File: src/rtl/rstc_pkg.sv
package rstc_pkg;

  localparam int CAUSE_W = 8;

  // cause flag positions
  localparam int C_CHIP = 0;
  localparam int C_PIN  = 1;
  localparam int C_WDT  = 2;
  localparam int C_LVR  = 3;
  localparam int C_BOD  = 4;
  localparam int C_SYS  = 5;
  localparam int C_CPU  = 7;

  // control bit positions
  localparam int K_CHIP = 0;
  localparam int K_CPU  = 1;
  localparam int K_DMA  = 2;

  localparam logic [7:0] KEY_B0 = 8'h59;
  localparam logic [7:0] KEY_B1 = 8'h16;
  localparam logic [7:0] KEY_B2 = 8'h88;

  typedef enum logic [1:0] {KEY_IDLE, KEY_ONE, KEY_TWO} key_step_e;

  // sticky flags: clear-by-one, hardware set has priority
  function automatic logic [CAUSE_W-1:0] cause_update(
    input logic [CAUSE_W-1:0] cur,
    input logic [CAUSE_W-1:0] clr,
    input logic [CAUSE_W-1:0] set
  );
    return (cur & ~clr) | set;
  endfunction

  function automatic key_step_e key_advance(input key_step_e st, input logic [7:0] b);
    if (st == KEY_ONE && b == KEY_B1) return KEY_TWO;
    if (st == KEY_TWO && b == KEY_B2) return KEY_IDLE;
    if (b == KEY_B0) return KEY_ONE;
    return KEY_IDLE;
  endfunction

  function automatic logic key_completes(input key_step_e st, input logic [7:0] b);
    return (st == KEY_TWO) && (b == KEY_B2);
  endfunction

endpackage

File: src/rtl/rstc_key_lock.sv
module rstc_key_lock
  import rstc_pkg::*;
(
  input  logic       clk,
  input  logic       por_n,
  input  logic       clear,
  input  logic       key_wr,
  input  logic [7:0] key_byte,
  output logic       unlocked
);

  key_step_e step_q;
  logic      open_q;

  always_ff @(posedge clk or negedge por_n) begin
    if (!por_n) begin
      step_q <= KEY_IDLE;
      open_q <= 1'b0;
    end else if (clear) begin
      step_q <= KEY_IDLE;
      open_q <= 1'b0;
    end else if (key_wr) begin
      if (open_q) begin
        open_q <= 1'b0;
        step_q <= (key_byte == KEY_B0) ? KEY_ONE : KEY_IDLE;
      end else begin
        step_q <= key_advance(step_q, key_byte);
        open_q <= key_completes(step_q, key_byte);
      end
    end
  end

  assign unlocked = open_q;

endmodule

File: src/rtl/rstc_oneshot.sv
module rstc_oneshot #(
  parameter int PULSE_CYCLES = 2
) (
  input  logic clk,
  input  logic por_n,
  input  logic clear,
  input  logic fire,
  output logic active
);

  localparam int CNT_W = $clog2(PULSE_CYCLES + 1);

  function automatic logic [CNT_W-1:0] count_down(input logic [CNT_W-1:0] c);
    return (c == '0) ? c : c - 1'b1;
  endfunction

  logic [CNT_W-1:0] cnt_q;

  always_ff @(posedge clk or negedge por_n) begin
    if (!por_n)     cnt_q <= '0;
    else if (clear) cnt_q <= '0;
    else if (fire)  cnt_q <= CNT_W'(PULSE_CYCLES);
    else            cnt_q <= count_down(cnt_q);
  end

  assign active = (cnt_q != '0);

endmodule

File: src/rtl/rstc_cause_reg.sv
module rstc_cause_reg
  import rstc_pkg::*;
(
  input  logic               clk,
  input  logic               por_n,
  input  logic [CAUSE_W-1:0] set_vec,
  input  logic [CAUSE_W-1:0] clr_vec,
  output logic [CAUSE_W-1:0] cause
);

  logic [CAUSE_W-1:0] flags_q;

  // only power-on resets the flags; bit C_CHIP marks the power-on itself
  always_ff @(posedge clk or negedge por_n) begin
    if (!por_n) flags_q <= CAUSE_W'(1) << C_CHIP;
    else        flags_q <= cause_update(flags_q, clr_vec, set_vec);
  end

  assign cause = flags_q;

endmodule

File: src/rtl/rst_cause_ctrl.sv
module rst_cause_ctrl
  import rstc_pkg::*;
#(
  parameter int ADDR_W       = 12,
  parameter int DATA_W       = 32,
  parameter int PULSE_CYCLES = 2,
  parameter int OFS_CAUSE    = 'h004,
  parameter int OFS_CTRL     = 'h008,
  parameter int OFS_KEY      = 'h100
) (
  input  logic              clk,
  input  logic              por_n,
  input  logic              pin_req,
  input  logic              wdt_req,
  input  logic              lvr_req,
  input  logic              bod_req,
  input  logic              sys_req,
  input  logic              bus_en,
  input  logic              bus_we,
  input  logic [ADDR_W-1:0] bus_addr,
  input  logic [DATA_W-1:0] bus_wdata,
  output logic [DATA_W-1:0] bus_rdata,
  output logic              chip_rst_o,
  output logic              cpu_rst_o,
  output logic              dma_rst_o
);

  localparam int N_SHOT = 2;
  localparam logic [ADDR_W-1:0] A_CAUSE = ADDR_W'(OFS_CAUSE);
  localparam logic [ADDR_W-1:0] A_CTRL  = ADDR_W'(OFS_CTRL);
  localparam logic [ADDR_W-1:0] A_KEY   = ADDR_W'(OFS_KEY);

  // named internal events
  logic bus_wr, cause_wr, ctrl_wr_try, key_wr, ctrl_wr_ok;
  logic hw_chip_req;
  logic unlocked;
  logic sw_chip_go, sw_cpu_go;
  logic sw_chip_active, sw_cpu_active;
  logic dma_hold;
  logic [N_SHOT-1:0] shot_fire, shot_clear, shot_active;
  logic [CAUSE_W-1:0] cause_q, cause_set, cause_clr;
  logic unused_wdata_hi;

  assign unused_wdata_hi = ^bus_wdata[DATA_W-1:8];

  // bus decode
  assign bus_wr      = bus_en & bus_we;
  assign cause_wr    = bus_wr & (bus_addr == A_CAUSE);
  assign ctrl_wr_try = bus_wr & (bus_addr == A_CTRL);
  assign key_wr      = bus_wr & (bus_addr == A_KEY) & ~chip_rst_o;
  assign ctrl_wr_ok  = ctrl_wr_try & unlocked & ~chip_rst_o;

  // reset merge
  assign hw_chip_req = pin_req | wdt_req | lvr_req | bod_req;
  assign chip_rst_o  = hw_chip_req | sw_chip_active;
  assign cpu_rst_o   = chip_rst_o | sys_req | sw_cpu_active;
  assign dma_rst_o   = chip_rst_o | dma_hold;

  // software pulse launches
  assign sw_chip_go = ctrl_wr_ok & bus_wdata[K_CHIP];
  assign sw_cpu_go  = ctrl_wr_ok & bus_wdata[K_CPU] & ~sw_cpu_active;

  // channel 0: chip pulse (never cut short), channel 1: core pulse (cut by chip reset)
  assign shot_fire  = {sw_cpu_go, sw_chip_go};
  assign shot_clear = {chip_rst_o, 1'b0};

  for (genvar g = 0; g < N_SHOT; g++) begin : g_shot
    rstc_oneshot #(.PULSE_CYCLES(PULSE_CYCLES)) i_shot (
      .clk    (clk),
      .por_n  (por_n),
      .clear  (shot_clear[g]),
      .fire   (shot_fire[g]),
      .active (shot_active[g])
    );
  end

  assign sw_chip_active = shot_active[0];
  assign sw_cpu_active  = shot_active[1];

  rstc_key_lock i_lock (
    .clk      (clk),
    .por_n    (por_n),
    .clear    (chip_rst_o),
    .key_wr   (key_wr),
    .key_byte (bus_wdata[7:0]),
    .unlocked (unlocked)
  );

  // DMA hold level
  always_ff @(posedge clk or negedge por_n) begin
    if (!por_n)          dma_hold <= 1'b0;
    else if (chip_rst_o) dma_hold <= 1'b0;
    else if (ctrl_wr_ok) dma_hold <= bus_wdata[K_DMA];
  end

  // cause flags
  always_comb begin
    cause_set         = '0;
    cause_set[C_CHIP] = sw_chip_go;
    cause_set[C_PIN]  = pin_req;
    cause_set[C_WDT]  = wdt_req;
    cause_set[C_LVR]  = lvr_req;
    cause_set[C_BOD]  = bod_req;
    cause_set[C_SYS]  = sys_req;
    cause_set[C_CPU]  = sw_cpu_go;
  end

  assign cause_clr = cause_wr ? bus_wdata[CAUSE_W-1:0] : '0;

  rstc_cause_reg i_cause (
    .clk     (clk),
    .por_n   (por_n),
    .set_vec (cause_set),
    .clr_vec (cause_clr),
    .cause   (cause_q)
  );

  // read mux
  always_comb begin
    bus_rdata = '0;
    if (bus_addr == A_CAUSE) begin
      bus_rdata[CAUSE_W-1:0] = cause_q;
    end else if (bus_addr == A_CTRL) begin
      bus_rdata[K_CHIP] = sw_chip_active;
      bus_rdata[K_CPU]  = sw_cpu_active;
      bus_rdata[K_DMA]  = dma_hold;
    end else if (bus_addr == A_KEY) begin
      bus_rdata[0] = unlocked;
    end
  end

endmodule

File: config.mk
export PLATFORM = sky130hd
export DESIGN_NAME = rst_cause_ctrl
export DESIGN_NICKNAME = d
export VERILOG_FILES = /design/src/rtl/rstc_pkg.sv /design/src/rtl/rstc_key_lock.sv /design/src/rtl/rstc_oneshot.sv /design/src/rtl/rstc_cause_reg.sv /design/src/rtl/rst_cause_ctrl.sv
export SDC_FILE = /design/constraint.sdc
export NUM_CORES = 1
export LEC_CHECK = 0
export CORE_ASPECT_RATIO = 0.6
export CORE_UTILIZATION = 34
export DETAILED_ROUTE_END_ITERATION = 8
export GPL_TIMING_DRIVEN = 0
export PLACE_DENSITY = 0.87
export SETUP_SLACK_MARGIN = 0.3
export SYNTH_ARGS = -nofsm -noshare
export SYNTH_HDL_FRONTEND = slang
export SYNTH_SLANG_ARGS = --single-unit
export TNS_END_PERCENT = 50
File: constraint.sdc
create_clock -name clk -period 2.09 [get_ports clk]
set_input_delay 0.209 -clock clk [delete_from_list [all_inputs] [get_ports clk]]
set_output_delay 0.209 -clock clk [all_outputs]
set_load 0.005 [all_outputs]
# Word level (Yosys, flattened, before mapping)

Index checks and enable logic that the tools add are counted.

Flip-flop bits (word level): 16

Add/subtract/negate cells: 2
Eq/ne operators: 10
Muxes and demuxes: 41
Bitwise operators: 22
Reductions and logical operators: 8

Operators with widths:

| operator                                                                | number |
|---|---|
| 2-bit two-way mux                                                       | 15 |
| 1-bit two-way mux                                                       | 23 |
| 12-bit by 3-bit equality test with 1-bit output (second input constant) | 1 |
| 12-bit by 4-bit equality test with 1-bit output (second input constant) | 1 |
| 12-bit by 9-bit equality test with 1-bit output (second input constant) | 1 |
| 1-bit AND                                                               | 10 |
| 8-bit AND                                                               | 1 |
| 8-bit by 5-bit equality test with 1-bit output (second input constant)  | 1 |
| 8-bit by 7-bit equality test with 1-bit output (second input constant)  | 1 |
| 8-bit equality test (second input constant)                             | 1 |
| 8-bit two-way mux                                                       | 1 |
| 8-bit inverter                                                          | 1 |
| 8-bit OR                                                                | 1 |
| 2-bit nonzero test                                                      | 4 |
| 1-bit OR                                                                | 7 |
| 5-bit two-way mux                                                       | 1 |
| 2-bit zero test                                                         | 2 |
| 2-bit by 1-bit subtractor with 2-bit output (second input constant)     | 2 |
| 3-bit two-way mux                                                       | 1 |
| 3-bit by 2-bit != test with 1-bit output (second input constant)        | 1 |
| 2-bit by 1-bit equality test with 1-bit output (second input constant)  | 1 |
| 2-bit equality test (second input constant)                             | 1 |
| 1-bit logical AND                                                       | 2 |
| 2-bit by 1-bit != test with 1-bit output (second input constant)        | 1 |
| 1-bit inverter                                                          | 2 |

# Logic depth before layout (Yosys ltp)

Gate-level depths: netlist (run 1).

Word-level depth: 23
Gate-level depth with buffers: 6
Mapped depth without buffers: 6

# By module

A second synthesis (run 1) with hierarchy kept.

Cells, all modules: 135
Area, all modules: 1228.7 sq um

By module, submodules not included:

| module         | times used | cells an instance | area an instance (sq um) |
|---|---|---|---|
| rst_cause_ctrl | 1          | 72                | 541.8 |
| rstc_cause_reg | 1          | 24                | 291.5 |
| rstc_oneshot   | 2          | 10                | 107.6 |
| rstc_key_lock  | 1          | 19                | 180.2 |

# Worst setup path before layout (run 1)

Ideal clock, no wire load.

Path type: reg-to-reg
Start: register i_lock.open_q, in the netlist i_lock.unlocked
End: register i_lock.open_q, in the netlist i_lock.unlocked
Setup time: 0.078 ns
Arrival: 1.491 ns
Data required time: 2.012 ns
Slack: 0.521 ns
Cell stages (with the launch flop): 4
Path buffers: 0
Cell sequence: dfrtp_1 or4_1 or4_1 a21oi_1

Word-level cells in the longest chain between the ends: 3

Ends and longest elaborated chain:

| what                   | line                | text |
|---|---|---|
| start, declared        | rstc_key_lock.sv:13 | `logic open_q;` |
| start signal, assigned | rstc_key_lock.sv:28 | `open_q <= key_completes(step_q, key_byte);` |
| 1-bit two-way mux      | rstc_key_lock.sv:23 | `if (open_q) begin` |
| 1-bit two-way mux      | rstc_key_lock.sv:22 | `end else if (key_wr) begin` |
| 1-bit two-way mux      | rstc_key_lock.sv:19 | `end else if (clear) begin` |

No other way between the ends. The select of a mux whose other input is x is not followed.
A chain may end at the register's enable or synchronous reset.

# Worst setup path in the final report (run 1)

Start: register g_shot[0].i_shot.cnt_q[1]
End: output port bus_rdata[0]

Word-level cells in the longest chain between the ends: 3

Ends and longest elaborated chain:

| what                   | line                  | text |
|---|---|---|
| start, declared        | rstc_oneshot.sv:17    | `logic [CNT_W-1:0] cnt_q;` |
| start signal, assigned | rstc_oneshot.sv:22    | `else if (fire) cnt_q <= CNT_W'(PULSE_CYCLES);` |
| start signal, assigned | rstc_oneshot.sv:23    | `else cnt_q <= count_down(cnt_q);` |
| 2-bit nonzero test     | rstc_oneshot.sv:26    | `assign active = (cnt_q != '0);` |
| 1-bit two-way mux      | rst_cause_ctrl.sv:123 | `end else if (bus_addr == A_CTRL) begin` |
| 3-bit two-way mux      | rst_cause_ctrl.sv:121 | `if (bus_addr == A_CAUSE) begin` |
| end, declared          | rst_cause_ctrl.sv:22  | `output logic [DATA_W-1:0] bus_rdata,` |

No other way between the ends.

==> summary.txt, run 1 <==
Global routing
  • Aggregate global routing overflow: 0
  • Maximum number of pins on one net before global-route repair: 17
  • Antenna violations before repair: 0
  • First-pass GRT wire length: 5440 um
  • Total global routing track utilization: 0.195
  • Number of global-route vias before repair: 1119

Yosys
  • Cell Area, Synth: 1210 um2
  • Yosys cell types: 42
  • Part of the Yosys area used for sequential elements: 0.332
  • Cell count after synthesis: 135
  • Syn Area/Cell: 8.97 um2
  • Synth Warn #: 0
  • FF+latch count, synth: 16

Floorplanning
  • Starting Density: 0.364
  • Area of the placeable core: 3320 um2
  • Total I/O pin count: 88
  • Width of the chip: 79.1 um
  • Height of the die: 48.2 um
  • Rows: 16
  • Full die area: 3810 um2

Layout
  • Final-layout fill cell count: 318
  • Most frequent cells in the layout: 39 x buf_4, 24 x conb_1, 16 x clkdlybuf4s50_1
  • Commonest non-fill, non-tap cell in the layout: buf_4
  • Fraction of final layout cells with drive strength greater than 1: 0.329
  • Layout Utilization: 0.575
  • Multi-input gate area in the final layout: 718 um2
  • Sequential Area: 402 um2
  • Net count reported at finish: 272
  • Synth-to-Final Area Change: 57.9%
  • Antenna diode count: 0
  • Post-route cell area: 1910 um2

Timing
  • Worst-Margin Slew: 0.720 ns
  • Final cycle utilization of the critical path: 0.904
  • Period minus WS final: 1.89 ns
  • Fin Setup TNS: 0 ns
  • Final Max Slew Viols: 0
  • Final worst-path setup slack: 0.202 ns
  • Unrepaired setup endpoints after global routing: yes
  • Setup Skew: 0.00467 ns
  • Worst slew margin relative to its limit: 0.518
  • Hold violation count in the final report: 0
  • Highest Clock Rate: 0.530 GHz
  • Final number of setup-violating endpoints: 0

CTS
  • Number of clock sinks seen by CTS: 16
  • Root Buffer Master: clkbuf_8
  • Clock transition at the register clock pins on the worst setup and hold paths after CTS: 0.07 ns
  • Number of buffers created by CTS: 3
  • H-tree levels: 1
  • Clock insertion delay at the later pin of the skew report: 0.26 ns
  • Maximum buffer depth of the clock tree: 2
  • Clock tree from TritonCTS: yes

Setup path
  • Worst setup path category: reg -> out
  • Element type at the critical path end: output port
  • Crit path DAT: 1.68 ns
  • Slowest cell on crit path: dfrtp_1
  • Cell-by-cell listing of the critical path: inv_2, ha_4, buf_4, nor2_1, a21oi_1, o32a_1, nor2_1, buf_2
  • Most common cell type on the critical path: nor2_1
  • Top delay family on crit path: flip-flops
  • Number of buffers and inverters on the critical path: 3
  • Highest net fanout along the worst path: 3
  • Slowest cell delay on critical path: 0.37 ns
  • Critical path required time: 1.88 ns
  • Critical Path Source Type: flip-flop

Detailed routing
  • Violation count after the first detailed-routing iteration: 34
  • Routed via count: 1181
  • Number of vias per cell after detailed routing: 4.52
  • Post-detailed-route DRC marker count: 0
  • DRT antenna net count: 0
  • Total wire length: 3380 um
  • Average wire per cell in the routed design: 12.9 um
  • First-pass detailed-route iteration total: 4

Power and ir drop
  • Max rail drop VDD: 0.337 mV
  • Power share of the sequential group: 0.420
  • Switching fraction of total power: 0.241
  • Leakage component of the power: 0.000886 uW
  • Power per cell area: 386 nW/um2
  • Comb power frac: 0.196
  • Internal power contribution: 561 uW
  • Tot Pwr: 738 uW
  • Switching power summed over all nets: 178 uW
  • Clock share of power: 0.384

Placement
  • Estimated wirelength of the detail-placed design: 2380 um
  • Placement Setup Slack: -0.455 ns
  • Number of I/O port buffers: 39
  • Placed cell areas: 1740 um2
  • GPL Wtd Cong: 0.863

Job
  • MaxCap Viol Count: 0

Min path
  • Class of the tightest hold or removal check: in -> async

Outcome
  • Outcome: complete, no violations
power by group through the flow:
stage                     logic [uW]  registers, uW  clock network, uW
after floorplan                 60.8            316                  0
after global placement           142            316                  0
after detailed placement         143            316                  0
after CTS                        141            310                286
after global routing             161            310                300
final                            145            310                284
path summary, 6_finish.rpt:
kind / cells after the start / endpoint / slack [ns] / start
setup reg to reg: 3 / i_lock.unlocked$_DFFE_PN0P_ / 0.41 / i_lock.unlocked$_DFFE_PN0P_
setup / recovery: 8 / bus_rdata[0] / 0.20 / g_shot[0].i_shot.cnt_q[1]$_DFFE_PN0P_
min in group clk: 4 / i_cause.cause[7]$_DFF_PN0_ / 0.43 / bus_addr[9]
hold reg to reg: 1 / i_cause.cause[3]$_DFF_PN0_ / 0.48 / i_cause.cause[3]$_DFF_PN0_
max in group asynchronous: 1 / i_cause.cause[1]$_DFF_PN0_ / 1.25 / por_n
hold / removal: 1 / dma_hold$_DFFE_PN0P_ / 0.38 / por_n
synth_stat cells, drive strengths merged:
master | n | area share
a31oi | 1 | 0.0052
a31o | 2 | 0.014
mux2i | 1 | 0.0083
ha | 2 | 0.021
or4b | 1 | 0.0083
o32a | 1 | 0.0083
o2bb2ai | 1 | 0.0072
a21boi | 2 | 0.012
nand4b | 2 | 0.014
and3 | 2 | 0.010
nor2b | 1 | 0.0052
dfstp | 1 | 0.022
nor3 | 1 | 0.0041
or4 | 3 | 0.019
and3b | 1 | 0.0072
nor3b | 1 | 0.0062
inv | 6 | 0.019
dfrtp | 15 | 0.31
nand2b | 1 | 0.0052
or3 | 1 | 0.0062
or3b | 1 | 0.0072
xor2 | 1 | 0.0072
nor4b | 1 | 0.012
nand3 | 2 | 0.0083
a21oi | 8 | 0.033
clkbuf | 1 | 0.0031
nand3b | 1 | 0.0062
nor4bb | 2 | 0.017
or2 | 1 | 0.0052
or4bb | 1 | 0.0093
conb | 1 | 0.0031
nand4 | 2 | 0.023
buf | 25 | 0.15
a21o | 5 | 0.031
o21ai | 1 | 0.0041
and2 | 6 | 0.031
nor4 | 2 | 0.035
and4b | 2 | 0.017
nand2 | 16 | 0.050
nor2 | 10 | 0.031
cells by family (layout without fill, tap and decap cells):
family / Yosys count / after routing / share of synthesized area
simple gates: 61 / 61 / 0.337
buf+inv: 32 / 90 / 0.177
compound gates: 21 / 21 / 0.116
flops: 16 / 16 / 0.332
fa+ha+maj: 2 / 2 / 0.0207
other cells: 1 / 24 / 0.00310
xor+xnor: 1 / 1 / 0.00723
mux: 1 / 1 / 0.00826
per-layer routing:
metal,vias up,routed length [um],track usage
met5,-,0,0
met4,0,9,0.0327
met3,2,308,0.0561
met2,48,1490,0.340
met1,545,1570,0.253
li1,586,-,-
area by class of cell:
type | instances | area share
multi-input combinational | 110 | 0.376
timing repair buffer | 54 | 0.238
sequential | 16 | 0.210
buffer | 26 | 0.105
tap | 45 | 0.0295
clock buffer | 4 | 0.0288
inverter | 6 | 0.0131
registers in the layout (all words and copies together) (netlist names):
| register | count |
|---|---|
| i_cause.cause | 8 |
| dma_hold | 1 |
| i_lock.unlocked | 1 |
| i_lock.step_q | 2 |
| g_shot.i_shot.cnt_q | 4 |
through the flow:
stage | instances | hold slack (ns)
after floorplan | 158 | -0.0866
after global placement | 242 | 0.451
after detailed placement | 242 | 0.458
after CTS | 257 | 0.406
after global routing | 261 | 0.464
final | 261 | 0.380
what timing repair did:
| action | in CTS | in global routing |
|---|---|---|
| setup endpoints to repair | 21 | 9 |
| gates cloned | 0 | 0 |
| gates resized for setup | 50 | 13 |
| pin swaps | 9 | 8 |
| endpoints found under the hold margin | 0 | 0 |
| hold buffers | 0 | 0 |
| setup buffers | 11 | 4 |
Power figures use the tool's default switching activity.
==> run 2, diff against run 1 <==
--- a/config.mk
+++ b/config.mk
@@ -5,7 +5,7 @@
 export SDC_FILE = /design/constraint.sdc
 export NUM_CORES = 1
 export LEC_CHECK = 0
-export CORE_ASPECT_RATIO = 0.6
+export CORE_MARGIN = 2
 export CORE_UTILIZATION = 34
 export DETAILED_ROUTE_END_ITERATION = 8
 export GPL_TIMING_DRIVEN = 0
==> run 2 against run 1 <==
  * Critical path depth decreased by 2
  * Clock power fell by 27%
  * Highest routed layer unchanged
  * Die area is 6.4% higher
  * Sequential share of layout area shrank 0.082 points
  * Routed wire length shrank 8.4%
  * Power is 10% lower
  * Largest power group unchanged
==> summary.txt, run 2 (synthesis gave the netlist of run 1 again) <==
Layout
  • Antenna diode count: 0 (unchanged)
  • Synth-to-Final Area Change: 58.5% (was 57.9%)
  • Layout Utilization: 0.566 (was 0.575)
  • Most frequent cells in the layout: 39 x buf_4, 24 x conb_1, 16 x clkdlybuf4s50_1 (unchanged)
  • Fraction of final layout cells with drive strength greater than 1: 0.352 (was 0.329)
  • Net count reported at finish: 272 (unchanged)
  • Commonest non-fill, non-tap cell in the layout: buf_4 (unchanged)
  • Final-layout fill cell count: 313 (was 318)
  • Max reg flops: 8 (unchanged)

Detailed routing
  • DRT antenna net count: 0 (unchanged)
  • First-pass detailed-route iteration total: 4 (unchanged)
  • Total wire length: 3090 um (was 3380 um)
  • Number of vias per cell after detailed routing: 4.56 (was 4.52)
  • Violation count after the first detailed-routing iteration: 8 (was 34)
  • Routed via count: 1194 (was 1181)
  • Post-detailed-route DRC marker count: 0 (unchanged)
  • Average wire per cell in the routed design: 11.8 um (was 12.9 um)

Global routing
  • First-pass GRT wire length: 4990 um (was 5440 um)
  • Aggregate global routing overflow: 0 (unchanged)
  • Antenna violations before repair: 0 (unchanged)
  • Total global routing track utilization: 0.152 (was 0.195)
  • Maximum number of pins on one net before global-route repair: 17 (unchanged)
  • Number of global-route vias before repair: 1101 (was 1119)

Timing
  • Highest Clock Rate: 0.551 GHz (was 0.530 GHz)
  • Final number of setup-violating endpoints: 0 (unchanged)
  • Period minus WS final: 1.81 ns (was 1.89 ns)
  • Final cycle utilization of the critical path: 0.868 (was 0.904)
  • Worst slew margin relative to its limit: 0.505 (was 0.518)
  • Final Max Slew Viols: 0 (unchanged)
  • Hold violation count in the final report: 0 (unchanged)
  • Unrepaired setup endpoints after global routing: yes (unchanged)
  • Setup Skew: 0.0108 ns (was 0.00467 ns)
  • Fin Setup TNS: 0 ns (unchanged)
  • Worst-Margin Slew: 0.740 ns (was 0.720 ns)

Power and ir drop
  • Power per cell area: 345 nW/um2 (was 386 nW/um2)
  • Max rail drop VDD: 0.239 mV (was 0.337 mV)
  • Leakage component of the power: 0.000897 uW (was 0.000886 uW)

Floorplanning
  • Starting Density: 0.357 (was 0.364)
  • Full die area: 4060 um2 (was 3810 um2)
  • Rows: 21 (was 16)
  • Width of the chip: 63.7 um (was 79.1 um)
  • Total I/O pin count: 88 (unchanged)
  • Height of the die: 63.7 um (was 48.2 um)
  • Area of the placeable core: 3390 um2 (was 3320 um2)

Setup path
  • Critical Path Source Type: flip-flop (unchanged)
  • Crit path DAT: 1.60 ns (was 1.68 ns)
  • Number of buffers and inverters on the critical path: 3 (unchanged)
  • Slowest cell delay on critical path: 0.39 ns (was 0.37 ns)
  • Top delay family on crit path: buffers and inverters (was flip-flops)
  • Worst setup path category: reg -> out (unchanged)
  • Critical path required time: 1.88 ns (about the same)
  • Element type at the critical path end: output port (unchanged)
  • Cell-by-cell listing of the critical path: inv_1, ha_4, and3_1, clkbuf_8, nand3b_1, dlygate4sd2_1 (was inv_2, ha_4, buf_4, nor2_1, a21oi_1, o32a_1, nor2_1, buf_2)
  • Highest net fanout along the worst path: 9 (was 3)
  • Slowest cell on crit path: dfrtp_1 (unchanged)

CTS
  • Clock insertion delay at the later pin of the skew report: 0.29 ns (was 0.26 ns)
  • Number of clock sinks seen by CTS: 16 (unchanged)
  • Maximum buffer depth of the clock tree: 2 (unchanged)
  • Root Buffer Master: clkbuf_4 (was clkbuf_8)
  • Clock transition at the register clock pins on the worst setup and hold paths after CTS: 0.10 ns (was 0.07 ns)
  • Clock tree from TritonCTS: yes (unchanged)
  • H-tree levels: 1 (unchanged)
  • Number of buffers created by CTS: 3 (unchanged)

Placement
  • GPL Wtd Cong: 0.769 (was 0.863)
  • Estimated wirelength of the detail-placed design: 2280 um (was 2380 um)
  • Number of I/O port buffers: 39 (unchanged)

Outcome
  • Outcome: complete, no violations (unchanged)

Min path
  • Class of the tightest hold or removal check: in -> async (unchanged)

Job
  • MaxCap Viol Count: 0 (unchanged)
## run 2: cell count changes in the layout (fill, tap and decap cells not counted), moves of 3 or more
cell	previous run	this run
clkbuf_8	5	2
and2_4	1	4
and2_1	5	2
clkbuf_4	0	3
## run 2: path summary, 6_finish.rpt
path | startpoint | endpoint | slack (ns) | cells past startpoint
max in group asynchronous | por_n | i_cause.cause[3]$_DFF_PN0_ | 1.27 | 1
worst min register to register | i_cause.cause[2]$_DFF_PN0_ | i_cause.cause[2]$_DFF_PN0_ | 0.49 | 1
worst max-delay path | g_shot[0].i_shot.cnt_q[1]$_DFFE_PN0P_ | cpu_rst_o | 0.28 | 6
worst max register to register | i_lock.unlocked$_DFFE_PN0P_ | i_lock.unlocked$_DFFE_PN0P_ | 0.42 | 3
worst min-delay path | por_n | i_lock.unlocked$_DFFE_PN0P_ | 0.35 | 1
min in group clk | bus_addr[8] | i_cause.cause[7]$_DFF_PN0_ | 0.36 | 4
## run 2: repair_timing
action / CTS / global route
hold buffers: 0 / 0
endpoints found under the setup margin: 18 / 10
buffers inserted: 12 / 3
resized for setup: 51 / 18
pin swaps: 8 / 4
## run 2: power by group
group / total [uW] / internal, uW / switching [uW]
sequential: 310 / 310 / 0.0121
clock: 207 / 106 / 101
combinational: 145 / 83.5 / 61.2
total: 662 / 499 / 163
## run 2: layout make-up
cell class	instances	area [um2]	area share
inverters	6	22.5	0.0117
well taps	46	57.6	0.0300
multi-input cells	110	743	0.387
repair buffers	54	457	0.238
clock buffers	4	36.3	0.0189
flip-flops and latches	16	402	0.209
plain buffers	26	201	0.105
## run 2: metal layers
metal	wire length [um]	vias up	global-route usage
li1	-	587	-
met3	191	6	0.0304
met5	0	-	0
met4	46	0	0.0516
met1	1240	558	0.172
met2	1620	43	0.280
## run 2: stage by stage
stage	total power, uW	hold WS (ns)	cells	instance area (um2)	setup slack [ns]
finish	662	0.349	262	1920	0.276
CTS	660	0.362	259	1910	0.0993
global placement	458	0.451	243	1750	-0.431
floorplan	376	-0.0866	158	1300	0.521
detailed placement	459	0.458	243	1750	-0.443
global route	686	0.398	262	1920	0.176
==> run 3, diff against run 2 <==
--- a/config.mk
+++ b/config.mk
@@ -8,7 +8,6 @@
 export CORE_MARGIN = 2
 export CORE_UTILIZATION = 34
 export DETAILED_ROUTE_END_ITERATION = 8
-export GPL_TIMING_DRIVEN = 0
 export PLACE_DENSITY = 0.87
 export SETUP_SLACK_MARGIN = 0.3
 export SYNTH_ARGS = -nofsm -noshare
==> run 3 against run 2 <==
  * Global-route usage up 0.46 points
  * Critical path type unchanged
  * Via count fell by 4.6%
  * Clock skew down 0.0012 ns
  * Die area unchanged
  * Non-clock buffer count fell by 19
  * Cell area down 6.8%
  * Power decreased by 2.7%
  * Worst setup slack better by 0.0095 ns
  * Sequential cell count did not move
  * Sequential power is essentially flat
  * Register-to-register slack is essentially flat
==> summary.txt, run 3 (synthesis gave the netlist of run 1 again) <==
Outcome
  • Outcome: complete, no violations (unchanged)

Power and ir drop
  • Max rail drop VDD: 0.324 mV (was 0.239 mV)
  • Leakage component of the power: 0.000776 uW (was 0.000897 uW)
  • Power per cell area: 360 nW/um2 (was 345 nW/um2)
  • Tot Pwr: 644 uW (was 662 uW)

Global routing
  • Total global routing track utilization: 0.156 (was 0.152)
  • Aggregate global routing overflow: 0 (unchanged)
  • Number of global-route vias before repair: 1127 (was 1101)
  • Antenna violations before repair: 0 (unchanged)
  • Maximum number of pins on one net before global-route repair: 17 (unchanged)
  • First-pass GRT wire length: 5020 um (was 4990 um)

CTS
  • Number of buffers created by CTS: 3 (unchanged)
  • Root Buffer Master: clkbuf_4 (unchanged)
  • Clock tree from TritonCTS: yes (unchanged)
  • Number of clock sinks seen by CTS: 16 (unchanged)
  • Clock transition at the register clock pins on the worst setup and hold paths after CTS: 0.10 ns (about the same)
  • Maximum buffer depth of the clock tree: 2 (unchanged)
  • Clock insertion delay at the later pin of the skew report: 0.29 ns (about the same)
  • H-tree levels: 1 (unchanged)

Layout
  • Net count reported at finish: 253 (was 272)
  • Commonest non-fill, non-tap cell in the layout: conb_1 (was buf_4)
  • Fraction of final layout cells with drive strength greater than 1: 0.274 (was 0.352)
  • Sequential Area: 402 um2 (unchanged)
  • Final-layout fill cell count: 306 (was 313)
  • Multi-input gate area in the final layout: 744 um2 (was 743 um2)
  • Most frequent cells in the layout: 24 x conb_1, 20 x buf_4, 16 x clkdlybuf4s50_1 (was 39 x buf_4, 24 x conb_1, 16 x clkdlybuf4s50_1)
  • Antenna diode count: 0 (unchanged)
  • Final Non-Filler Cells: 243 (was 262)
  • Max reg flops: 8 (unchanged)
  • Synth-to-Final Area Change: 47.7% (was 58.5%)

Placement
  • Placement Setup Slack: -0.221 ns (was -0.443 ns)
  • Estimated wirelength of the detail-placed design: 2300 um (was 2280 um)
  • GPL Wtd Cong: 0.827 (was 0.769)
  • Number of I/O port buffers: 39 (unchanged)
  • Placed cell count: 228 (was 243)

Setup path
  • Critical Path Source Type: flip-flop (unchanged)
  • Slowest cell delay on critical path: 0.40 ns (was 0.39 ns)
  • Number of buffers and inverters on the critical path: 2 (was 3)
  • Top delay family on crit path: flip-flops (was buffers and inverters)
  • Cell-by-cell listing of the critical path: inv_2, ha_4, nor2_4, a21oi_2, o32a_1, nor2_1, buf_2 (was inv_1, ha_4, and3_1, clkbuf_8, nand3b_1, dlygate4sd2_1)
  • Highest net fanout along the worst path: 4 (was 9)
  • Worst setup path category: reg -> out (unchanged)
  • Critical path required time: 1.88 ns (about the same)
  • Crit path DAT: 1.60 ns (about the same)
  • Element type at the critical path end: output port (unchanged)
  • Slowest cell on crit path: dfrtp_1 (unchanged)

Timing
  • Worst slew margin relative to its limit: 0.523 (was 0.505)
  • Worst hold margin: 0.328 ns (was 0.349 ns)
  • Highest Clock Rate: 0.554 GHz (was 0.551 GHz)
  • Final worst-path setup slack: 0.286 ns (was 0.276 ns)
  • Hold violation count in the final report: 0 (unchanged)
  • Period minus WS final: 1.80 ns (was 1.81 ns)
  • Unrepaired setup endpoints after global routing: yes (unchanged)
  • Worst-Margin Slew: 0.713 ns (was 0.740 ns)
  • Final Max Slew Viols: 0 (unchanged)
  • Final number of setup-violating endpoints: 0 (unchanged)
  • Final cycle utilization of the critical path: 0.863 (was 0.868)
  • Setup Skew: 0.00961 ns (was 0.0108 ns)

Floorplanning
  • Full die area: 4060 um2 (unchanged)
  • Height of the die: 63.7 um (unchanged)
  • Width of the chip: 63.7 um (unchanged)
  • Area of the placeable core: 3390 um2 (unchanged)
  • Total I/O pin count: 88 (unchanged)
  • Rows: 21 (unchanged)
  • Starting Density: 0.357 (unchanged)

Detailed routing
  • Routed via count: 1139 (was 1194)
  • DRT antenna net count: 0 (unchanged)
  • First-pass detailed-route iteration total: 4 (unchanged)
  • Violation count after the first detailed-routing iteration: 22 (was 8)
  • Average wire per cell in the routed design: 12.9 um (was 11.8 um)
  • Post-detailed-route DRC marker count: 0 (unchanged)
  • Total wire length: 3130 um (was 3090 um)
  • Number of vias per cell after detailed routing: 4.69 (was 4.56)

Min path
  • Class of the tightest hold or removal check: in -> async (unchanged)

Job
  • MaxCap Viol Count: 0 (unchanged)
[run 3: cell type report]
cell class	count	share of cell area
multi-input cells	110	0.416
clock buffers	4	0.0203
repair buffers	61	0.294
flip-flops and latches	16	0.224
inverters	6	0.0126
well taps	46	0.0322
[run 3: layer usage]
layer / routed length [um] / vias up / GRT usage
met2: 1620 / 55 / 0.272
li1: - / 546 / -
met1: 1240 / 526 / 0.184
met4: 111 / 0 / 0.0951
met5: 0 / - / 0
met3: 164 / 12 / 0.0143
[run 3: through the flow]
stage	TNS, ns	utilization	instance area, um2
global route	0	0.528	1790
floorplan	0	-	1300
finish	0	0.528	1790
CTS	0	0.512	1730
detailed placement	-1.41	0.483	1640
global placement	-1.39	0.483	1640
[run 3: final timing paths]
path	startpoint	endpoint	slack [ns]	cells past startpoint
min	por_n	dma_hold$_DFFE_PN0P_	0.33	1
max	g_shot[0].i_shot.cnt_q[0]$_DFFE_PN0P_	bus_rdata[0]	0.29	7
min reg2reg	i_cause.cause[3]$_DFF_PN0_	i_cause.cause[3]$_DFF_PN0_	0.48	1
max reg2reg	i_lock.unlocked$_DFFE_PN0P_	i_lock.unlocked$_DFFE_PN0P_	0.42	3
max in group asynchronous	por_n	i_cause.cause[4]$_DFF_PN0_	1.30	1
min in group clk	i_cause.cause[3]$_DFF_PN0_	i_cause.cause[3]$_DFF_PN0_	0.48	1
[run 3: power by group]
part           switching (uW)  total (uW)  internal (uW)
Sequential             0.0126         310            310
Clock                     104         210            106
Combinational            58.6         124           65.6
Total                     162         644            481
[run 3: repair_timing]
item                                    4_1_cts  5_1_grt
hold buffers                                  0        0
resized for setup                            46       17
endpoints found under the setup margin       14       13
pin swaps                                     7       10
buffers inserted                              9        2
